File: src/rtl/autobaud_pkg.sv
package autobaud_pkg;
  localparam int DATA_BITS  = 8;
  localparam int SYNC_FALLS = 4;  // falls after the first one within 0x55
  localparam int SYNC_SHIFT = 3;  // span of those falls is 8 bit periods

  typedef enum logic [1:0] {M_HUNT, M_COUNT, M_LOCK} meas_st_e;
  typedef enum logic [2:0] {F_IDLE, F_START, F_DATA, F_STOP, F_ERR} frame_st_e;
endpackage

File: src/rtl/ab_sync.sv
module ab_sync #(
  parameter int STAGES = 2
) (
  input  logic clk_i,
  input  logic rst_ni,
  input  logic d_i,
  output logic q_o,
  output logic fall_o
);
  logic [STAGES-1:0] chain_q;
  logic              prev_q;

  always_ff @(posedge clk_i or negedge rst_ni) begin
    if (!rst_ni) chain_q[0] <= 1'b1;
    else         chain_q[0] <= d_i;
  end

  for (genvar g = 1; g < STAGES; g++) begin : g_stage
    always_ff @(posedge clk_i or negedge rst_ni) begin
      if (!rst_ni) chain_q[g] <= 1'b1;
      else         chain_q[g] <= chain_q[g-1];
    end
  end

  always_ff @(posedge clk_i or negedge rst_ni) begin
    if (!rst_ni) prev_q <= 1'b1;
    else         prev_q <= chain_q[STAGES-1];
  end

  assign q_o    = chain_q[STAGES-1];
  assign fall_o = prev_q & ~chain_q[STAGES-1];
endmodule

File: src/rtl/ab_meas.sv
module ab_meas
  import autobaud_pkg::*;
#(
  parameter int CNT_W      = 16,
  parameter int MIN_PERIOD = 4
) (
  input  logic             clk_i,
  input  logic             rst_ni,
  input  logic             clear_i,
  input  logic             fall_i,
  output logic             locked_o,
  output logic [CNT_W-1:0] period_o
);
  localparam int TOT_W  = CNT_W + SYNC_SHIFT;
  localparam int FALL_W = $clog2(SYNC_FALLS);

  meas_st_e          st_q;
  logic [TOT_W-1:0]  tot_q;
  logic [FALL_W-1:0] falls_q;
  logic [CNT_W-1:0]  cand;

  assign cand = tot_q[TOT_W-1:SYNC_SHIFT];

  always_ff @(posedge clk_i or negedge rst_ni) begin
    if (!rst_ni) begin
      st_q     <= M_HUNT;
      tot_q    <= '0;
      falls_q  <= '0;
      locked_o <= 1'b0;
      period_o <= '0;
    end else if (clear_i) begin
      st_q     <= M_HUNT;
      tot_q    <= '0;
      falls_q  <= '0;
      locked_o <= 1'b0;
    end else begin
      unique case (st_q)
        M_HUNT: if (fall_i) begin
          tot_q   <= TOT_W'(1);
          falls_q <= '0;
          st_q    <= M_COUNT;
        end
        M_COUNT: begin
          if (&tot_q) begin
            st_q <= M_HUNT;  // saturated: give up on this attempt
          end else begin
            tot_q <= tot_q + 1'b1;
            if (fall_i) begin
              if (falls_q == FALL_W'(SYNC_FALLS - 1)) begin
                if (cand >= CNT_W'(MIN_PERIOD)) begin
                  locked_o <= 1'b1;
                  period_o <= cand;
                  st_q     <= M_LOCK;
                end else begin
                  st_q <= M_HUNT;
                end
              end else begin
                falls_q <= falls_q + 1'b1;
              end
            end
          end
        end
        M_LOCK: st_q <= M_LOCK;
        default: st_q <= M_HUNT;
      endcase
    end
  end

  p_min_period_r4: assert property (@(posedge clk_i) disable iff (!rst_ni)
    locked_o |-> (period_o >= CNT_W'(MIN_PERIOD)));

  p_period_stable_r1: assert property (@(posedge clk_i) disable iff (!rst_ni)
    (locked_o && $past(locked_o)) |-> $stable(period_o));
endmodule

File: src/rtl/ab_frame.sv
module ab_frame
  import autobaud_pkg::*;
#(
  parameter int CNT_W     = 16,
  parameter int IDLE_BITS = 10
) (
  input  logic             clk_i,
  input  logic             rst_ni,
  input  logic             run_i,
  input  logic [CNT_W-1:0] period_i,
  input  logic             line_i,
  input  logic             fall_i,
  output logic             valid_o,
  output logic [7:0]       data_o,
  output logic             err_o,
  output logic             unlock_o
);
  localparam int BN_MAX = (IDLE_BITS > DATA_BITS) ? IDLE_BITS : DATA_BITS;
  localparam int BN_W   = $clog2(BN_MAX + 1);

  frame_st_e        st_q;
  logic [CNT_W-1:0] tmr_q;
  logic [BN_W-1:0]  bitn_q;
  logic [7:0]       sh_q;
  logic             tick;

  assign tick     = (tmr_q == '0);
  assign unlock_o = (st_q == F_ERR) && (bitn_q == BN_W'(IDLE_BITS));

  always_ff @(posedge clk_i or negedge rst_ni) begin
    if (!rst_ni) begin
      st_q    <= F_IDLE;
      tmr_q   <= '0;
      bitn_q  <= '0;
      sh_q    <= '0;
      valid_o <= 1'b0;
      data_o  <= '0;
      err_o   <= 1'b0;
    end else begin
      valid_o <= 1'b0;
      if (!run_i) begin
        st_q   <= F_IDLE;
        bitn_q <= '0;
        err_o  <= 1'b0;
      end else begin
        unique case (st_q)
          F_IDLE: if (fall_i) begin
            tmr_q <= period_i >> 1;  // aim at the middle of the start bit
            st_q  <= F_START;
          end
          F_START: begin
            if (tick) begin
              tmr_q  <= period_i - 1'b1;
              bitn_q <= '0;
              st_q   <= F_DATA;
            end else tmr_q <= tmr_q - 1'b1;
          end
          F_DATA: begin
            if (tick) begin
              sh_q  <= {line_i, sh_q[7:1]};
              tmr_q <= period_i - 1'b1;
              if (bitn_q == BN_W'(DATA_BITS - 1)) st_q <= F_STOP;
              else bitn_q <= bitn_q + 1'b1;
            end else tmr_q <= tmr_q - 1'b1;
          end
          F_STOP: begin
            if (tick) begin
              if (line_i) begin
                valid_o <= 1'b1;
                data_o  <= sh_q;
                st_q    <= F_IDLE;
              end else begin
                err_o  <= 1'b1;
                tmr_q  <= period_i - 1'b1;
                bitn_q <= '0;
                st_q   <= F_ERR;
              end
            end else tmr_q <= tmr_q - 1'b1;
          end
          F_ERR: begin
            if (!line_i) begin
              tmr_q  <= period_i - 1'b1;
              bitn_q <= '0;
            end else if (tick) begin
              tmr_q <= period_i - 1'b1;
              if (bitn_q != BN_W'(IDLE_BITS)) bitn_q <= bitn_q + 1'b1;
            end else tmr_q <= tmr_q - 1'b1;
          end
          default: st_q <= F_IDLE;
        endcase
      end
    end
  end

  p_valid_pulse_r3: assert property (@(posedge clk_i) disable iff (!rst_ni)
    valid_o |=> !valid_o);

  p_err_novalid_r6: assert property (@(posedge clk_i) disable iff (!rst_ni)
    err_o |-> !valid_o);
endmodule

File: src/rtl/autobaud_rx.sv
module autobaud_rx #(
  parameter int CNT_W       = 16,
  parameter int MIN_PERIOD  = 4,
  parameter int IDLE_BITS   = 10,
  parameter int SYNC_STAGES = 2
) (
  input  logic             clk_i,
  input  logic             rst_ni,
  input  logic             en_i,
  input  logic             relock_i,
  input  logic             line_i,
  output logic             rx_valid_o,
  output logic [7:0]       rx_data_o,
  output logic             locked_o,
  output logic             frame_err_o,
  output logic [CNT_W-1:0] period_o
);
  logic line_s, fall_s, unlock, clear, run;

  assign clear = relock_i | ~en_i | unlock;
  assign run   = locked_o & ~clear;

  ab_sync #(.STAGES(SYNC_STAGES)) u_sync (
    .clk_i  (clk_i),
    .rst_ni (rst_ni),
    .d_i    (line_i),
    .q_o    (line_s),
    .fall_o (fall_s)
  );

  ab_meas #(.CNT_W(CNT_W), .MIN_PERIOD(MIN_PERIOD)) u_meas (
    .clk_i    (clk_i),
    .rst_ni   (rst_ni),
    .clear_i  (clear),
    .fall_i   (fall_s),
    .locked_o (locked_o),
    .period_o (period_o)
  );

  ab_frame #(.CNT_W(CNT_W), .IDLE_BITS(IDLE_BITS)) u_frame (
    .clk_i    (clk_i),
    .rst_ni   (rst_ni),
    .run_i    (run),
    .period_i (period_o),
    .line_i   (line_s),
    .fall_i   (fall_s),
    .valid_o  (rx_valid_o),
    .data_o   (rx_data_o),
    .err_o    (frame_err_o),
    .unlock_o (unlock)
  );

  p_valid_locked_r11: assert property (@(posedge clk_i) disable iff (!rst_ni)
    rx_valid_o |-> locked_o);

  p_relock_drop_r8: assert property (@(posedge clk_i) disable iff (!rst_ni)
    relock_i |=> !locked_o);

  p_disable_drop_r9: assert property (@(posedge clk_i) disable iff (!rst_ni)
    !en_i |=> !locked_o);
endmodule

File: config.mk
export PLATFORM = sky130hd
export DESIGN_NAME = autobaud_rx
export DESIGN_NICKNAME = d
export VERILOG_FILES = /design/src/rtl/autobaud_pkg.sv /design/src/rtl/ab_sync.sv /design/src/rtl/ab_meas.sv /design/src/rtl/ab_frame.sv /design/src/rtl/autobaud_rx.sv
export SDC_FILE = /design/constraint.sdc
export NUM_CORES = 1
export LEC_CHECK = 0
export ABC_CLOCK_PERIOD_IN_PS = 3300
export BUFFER_PORTS_ARGS = -buffer_cell sky130_fd_sc_hd__buf_2
export CORE_ASPECT_RATIO = 2
export CORE_MARGIN = 4
export CORE_UTILIZATION = 30
export DETAILED_ROUTE_END_ITERATION = 6
export PLACE_DENSITY_LB_ADDON = 0.3
export SLEW_MARGIN = 20
export SYNTH_ARGS = -nofsm -noshare
export SYNTH_HDL_FRONTEND = slang
export SYNTH_SLANG_ARGS = --single-unit
File: constraint.sdc
create_clock -name clk_i -period 3.3 [get_ports clk_i]
set_input_delay 0.33 -clock clk_i [delete_from_list [all_inputs] [get_ports clk_i]]
set_output_delay 0.33 -clock clk_i [all_outputs]
set_load 0.02 [all_outputs]
# Word-level counts from Yosys, hierarchy flattened
# Index checks and enable logic that the tools add are counted.
[totals]
input_bits = 5
reg_bits = 84
[op_classes]
reduce_logical = 23
bitwise_logic = 8
n_addsub = 5
n_mux = 55
magnitude_cmp = 1
eq_ne = 33
[op_table]
columns = ["op", "n"]
rows = [
  ["$mux 16", 5],
  ["$pmux 16 s4", 1],
  ["$mux 19", 3],
  ["$pmux 19 s2", 1],
  ["$mux 4", 9],
  ["$ne 3x3->1 const B", 12],
  ["$sub 16x1->16 const B", 2],
  ["$mux 2", 11],
  ["$mux 3", 7],
  ["$add 19x1->19 const B", 1],
  ["$reduce_and 19->1", 1],
  ["$ge 16x3->1 const B", 1],
  ["$logic_not 16->1", 1],
  ["$pmux 4 s4", 1],
  ["$pmux 3 s5", 1],
  ["$mux 1", 14],
  ["$ne 2x2->1 const B", 6],
  ["$ne 4x4->1 const B", 3],
  ["$reduce_and 3->1", 4],
  ["$reduce_and 6->1", 2],
  ["$reduce_and 5->1", 2],
  ["$reduce_and 4->1", 2],
  ["$reduce_and 8->1", 1],
  ["$reduce_bool 2->1", 4],
  ["23 further kinds", 30],
]

# Logic depth before layout (Yosys ltp)
[depth]
word_depth = 7
mapped_depth = 9

# By module
# A second synthesis with hierarchy kept.
[hier_totals]
hier_cells = 492
area_unflattened_um2 = 4805.9
[by_module_without_submodules]
columns = ["module", "area_per_inst_um2", "seq_area_each_um2", "n_inst", "cells_each"]
rows = [
  ["ab_frame", 2576.2, 1026.0, 1, 279],
  ["ab_meas", 2115.8, 1001.0, 1, 207],
  ["ab_sync", 92.6, 78.8, 1, 4],
  ["autobaud_rx", 21.3, 0.0, 1, 2],
]

# Worst setup path after synthesis
# OpenSTA, ideal clock, no wires.
[synth_timing]
path_kind = "flip-flop to flip-flop"
startpoint = "register u_meas.period_o[0]"
endpoint = "register u_frame.tmr_q[10]"
n_path_buf = 0
setup_time_ns = 0.126
path_stages_with_launch = 8
slack_ns = 0.774
synth_period_minus_slack_ns = 2.526
t_arrival_ns = 2.400
path_cell_list = "dfrtp_1 inv_1 ha_1 or4b_2 nand2b_1 or4_1 xnor2_1 a221o_1"
[synth_via]
elab_chain_len = 4
elab_cells_between_ends = 6
classes_between = "add/sub (1); mux (5)"
[synth_rtl]
columns = ["item", "line", "rtl"]
rows = [
  ["start, declared", "ab_meas.sv:12", "output logic [CNT_W-1:0] period_o"],
  ["start signal, assigned", "ab_meas.sv:52", "period_o <= cand;"],
  ["$sub 16x1->16 *", "n/a", ""],
  ["$mux 16, on equally long branches", "n/a", ""],
  ["$mux 16, on equally long branches", "ab_frame.sv:81, ab_frame.sv:67", ""],
  ["$pmux 16 s4 *", "ab_frame.sv:46", "unique case (st_q)"],
  ["end signal, assigned", "ab_frame.sv:53", "tmr_q <= period_i - 1'b1;"],
  ["end signal, assigned", "ab_frame.sv:61", "tmr_q <= period_i - 1'b1;"],
  ["end signal, assigned", "ab_frame.sv:74", "tmr_q <= period_i - 1'b1;"],
  ["end, declared", "ab_frame.sv:22", "logic [CNT_W-1:0] tmr_q;"],
]
# Every way passes the cells marked *; elsewhere a longest branch is shown, timed or not. The select of a mux whose other input is x is not followed.
# A chain may end at the register's enable or synchronous reset.

# Worst setup path after layout
[layout_timing]
startpoint = "register u_frame.st_q[2]"
endpoint = "register u_meas.tot_q[12]"
[layout_via]
elab_chain_len = 5
elab_cells_between_ends = 8
classes_between = "eq/ne (3); mux (1); bitwise (1); reduce/logical (3)"
[layout_rtl]
columns = ["item", "line", "rtl"]
rows = [
  ["start, declared", "ab_frame.sv:21", "frame_st_e st_q;"],
  ["start signal, assigned", "ab_frame.sv:32", "st_q <= F_IDLE;"],
  ["start signal, assigned", "ab_frame.sv:42", "st_q <= F_IDLE;"],
  ["start signal, assigned", "ab_frame.sv:49", "st_q <= F_START;"],
  ["$eq 3x3->1 *", "ab_frame.sv:28", "assign unlock_o = (st_q == F_ERR) && (bitn_q == BN_W'(IDLE_BITS));"],
  ["$logic_and 1x1->1 *", "ab_frame.sv:28", ""],
  ["$or 1x1->1 *", "autobaud_rx.sv:20", "assign clear = relock_i | ~en_i | unlock;"],
  ["$ne 3x3->1 (no line) / $reduce_bool 3->1 (equally long branches)", "n/a", ""],
  ["$reduce_and 3->1 (no line)", "n/a", ""],
  ["end signal, assigned", "ab_meas.sv:47", "tot_q <= tot_q + 1'b1;"],
  ["end, declared", "ab_meas.sv:18", "logic [TOT_W-1:0] tot_q;"],
]
# Every way passes the cells marked *; elsewhere a longest branch is shown, timed or not.

==> flow_metrics.py <==
metrics = {
    "routing": {
        "initialDrtViolationCount": 208,
        "antenna_left": 0,
        "dr.pass1.iters": 4,
        "vias_per_cell": 5.70,
        "routed_wl_mm": 13.4,
        "vias": 4162,
        "drcViolationCount": 0,
        "wl_per_cell_um": 18.3,
    },
    "setup_path": {
        "critical_path_arrival_ns": 3.07,
        "critPathMaxStageDelay_ns": 0.60,
        "cp_slowest_cell": "dfrtp_1",
        "end_kind": "flip-flop",
        "cp-startpoint": "u_frame.st_q[2]",
        "cp_top_family": "simple AND/OR/NAND/NOR gates",
        "startpoint_type": "flip-flop",
        "crit_path_max_fanout": 18,
        "reg2reg_from": "u_frame.st_q[2]",
        "crit_buf_inv": 0,
        "crit_type": "reg -> reg",
        "required_ns": 3.57,
        "worstPathCellList": "or3b_1, o211a_1, and4_1, or4_1, a21oi_1",
        "reg2reg_slack_ns": 0.50,
        "reg2reg_depth": 5,
        "cp_num_cells": 5,
        "r2r-end": "u_meas.tot_q[12]",
        "cp-endpoint": "u_meas.tot_q[12]",
    },
    "place": {
        "portBuffers": 31,
        "dp_hpwl_mm": 9.91,
        "post-place-cells": 714,
        "post-place-ws_ns": 0.539,
        "gp_congestion": 0.892,
    },
    "cts": {
        "numCtsBuffers": 9,
        "clock-root-buffer": "clkbuf_16",
        "cts_tree": "done",
        "hold_buffers": 0,
        "cts.sink_count": 84,
        "cts_resized": 0,
        "clk_pin_slew_worst_paths_ns": 0.07,
        "post_cts_buffers": 0,
        "cts.htree.levels": 3,
        "cts.path.max_buffers": 2,
        "clk_latency_ns": 0.35,
    },
    "logic_synthesis": {
        "yosys_warnings": 0,
        "synth.distinct_cells": 64,
        "synth-async-reset-ratio_pct": 100,
        "synthTopCellsByCount": "81 x dfrtp_1, 33 x mux2_2, 28 x a21oi_1",
        "synth_enable_flop_cells": 0,
        "ys_ff_latch": 84,
        "syn_area_um2": 4870,
        "yosysTopAreaCell": "dfrtp_1",
        "synth.top_cell.area_share_pct": 41.6,
        "yosysMostFrequentCell": "dfrtp_1",
        "synth_area_per_cell_um2": 9.87,
        "ys_seq_area_share_pct": 43.2,
        "netlist_top_cells_area": "dfrtp_1 42%, mux2_2 7.6%, a21oi_1 2.9%",
        "synth_nets": 506,
        "netlist_instances": 494,
        "synth-main-ff-cell": "dfrtp_1",
    },
    "global_route": {
        "overflow": 0,
        "globalRouteTotalUtil_pct": 14.9,
        "grt_pass1_wl_mm": 22.1,
        "antenna_found_initial": 0,
        "grt_pass1_vias": 4372,
        "grt_max_degree": 85,
    },
    "power": {
        "irDropWorstVdd_mv": 0.253,
        "power.share.clock_pct": 49.3,
        "power_frac_comb_pct": 2.4,
        "p_total_mw": 2.15,
        "pwr-share-seq_pct": 48.3,
        "p_per_area_nw_per_um2": 386,
        "p_int_mw": 1.64,
        "power_switching_mw": 0.505,
        "swShare_pct": 23.5,
        "p_leak_nw": 2.34,
    },
    "finish": {
        "instances_no_fill": 730,
        "fin_util_pct": 35.1,
        "nets": 536,
        "synthToLayoutAreaGrowth_pct": 14.2,
        "drive_gt1_share_pct": 20.6,
        "diodes": 0,
    },
    "hold_path": {
        "hp-class": "in -> async",
    },
    "sta": {
        "period_needed_ns": 2.80,
        "fin_worst_skew_ns": 0.00720,
        "fmax_ghz": 0.357,
        "finalWorstSetupSlack_ns": 0.502,
        "relSlewSlack_pct": 48.3,
        "rsz0062_at_grt": "no",
        "slew_viol_final": 0,
        "final_hold_viol_count": 0,
        "worst_pin_slew_ns": 0.772,
        "setup_violations": 0,
        "post-route-period-util_pct": 84.8,
        "fin_setup_tns_ns": 0,
    },
    "floorplanning": {
        "dieArea_um2": 18500,
        "ioPinCount": 32,
        "rows": 65,
        "die_width_um": 98.1,
        "core_area_um2": 15900,
        "die-height_um": 188,
        "start_util_pct": 30.7,
    },
    "status": {
        "status": "complete, no violations",
    },
    "flow_run": {
        "drv_cap": 0,
    },
}
==> sequential cells by signal, summed over array words and instances, names as in the netlist <==
signal / cells
u_frame.sh_q: 8
u_meas.falls_q: 2
u_frame.bitn_q: 4
u_frame.valid_o: 1
u_meas.period_o: 16
u_meas.st_q: 2
u_meas.tot_q: 19
u_sync.q_o: 1
u_sync.chain_q: 1
u_frame.st_q: 3
u_sync.prev_q: 1
u_frame.tmr_q: 16
u_frame.data_o: 8
u_frame.err_o: 1
u_meas.locked_o: 1
==> cell families (layout without fill, tap and decap cells) <==
family | count (synthesis) | count (layout) | share of synthesized area [%]
simple gates | 179 | 179 | 21.2
compound gates | 132 | 132 | 19.3
flops | 84 | 84 | 43.2
buf+inv | 43 | 78 | 3.98
mux | 36 | 36 | 8.24
xor+xnor | 13 | 13 | 2.34
fa+ha+maj | 7 | 7 | 1.80
==> worst min path at each step <==
stage | end | cells past startpoint | start | slack [ns]
after detailed placement | u_sync.q_o | 0 | u_sync.chain_q[0] | 0.35
after floorplan | u_frame.bitn_q[0] | 0 | rst_ni | 0.03
after CTS | u_sync.chain_q[0] | 1 | line_i | 0.07
after global placement | u_sync.q_o | 0 | u_sync.chain_q[0] | 0.35
after global routing | u_sync.chain_q[0] | 1 | line_i | 0.07
final | u_frame.data_o[4] | 1 | rst_ni | 0.04
==> metal layers <==
metal	track usage, %	vias to the layer above	routed length (um)
met5	0	-	0
met4	8.85	0	533
met3	1.89	26	312
met2	27.8	99	7450
met1	15.5	2070	5090
li1	-	1967	-
==> per-stage QoR <==
| stage | hold slack, ns | instance area (um2) |
|---|---|---|
| 2_1_floorplan | 0.0344 | 4870 |
| 3_3_place_gp | 0.350 | 5250 |
| 3_5_place_dp | 0.351 | 5250 |
| 4_1_cts | 0.0721 | 5560 |
| 5_1_grt | 0.0688 | 5570 |
| 6_report | 0.0368 | 5570 |
==> area by class of cell <==
type / count / area, um2
clock buffers: 9 / 225
clock inverters: 7 / 82.6
fillers: 1622 / 10300
inverters: 18 / 67.6
multi-input cells: 367 / 2570
flip-flops and latches: 84 / 2110
well taps: 201 / 251
repair buffers: 44 / 259
==> cell usage in the layout (no fill, tap or decap), types with 5 or more instances in the layout <==
master      n
or4_1      12
buf_2      30
o211ai_1    8
nor3b_1     6
and3_1      7
nand2b_1    6
clkbuf_16   9
and4_1      7
buf_4      13
nor2_1     27
and2_1      5
nand4_1     7
a32oi_1     6
a31oi_1     9
xor2_1      9
o31ai_1    16
nand2_1    24
nor4_1     11
mux2_2     33
a211oi_1    6
inv_1      18
ha_1        7
o221ai_1    8
nand3_1    18
dfrtp_1    81
a21oi_1    28
nor3_1     21
o21ai_0    11
==> power groups by stage <==
| stage | sequential (mW) | clock [mW] | combinational (mW) |
|---|---|---|---|
| 2_1_floorplan | 1.06 | 0 | 0.0211 |
| 3_3_place_gp | 1.06 | 0 | 0.0520 |
| 5_1_grt | 1.04 | 1.13 | 0.0590 |
| 3_5_place_dp | 1.06 | 0 | 0.0528 |
| 6_report | 1.04 | 1.06 | 0.0508 |
| 4_1_cts | 1.04 | 1.08 | 0.0528 |
Note: power is estimated with default switching activity, not from simulation.
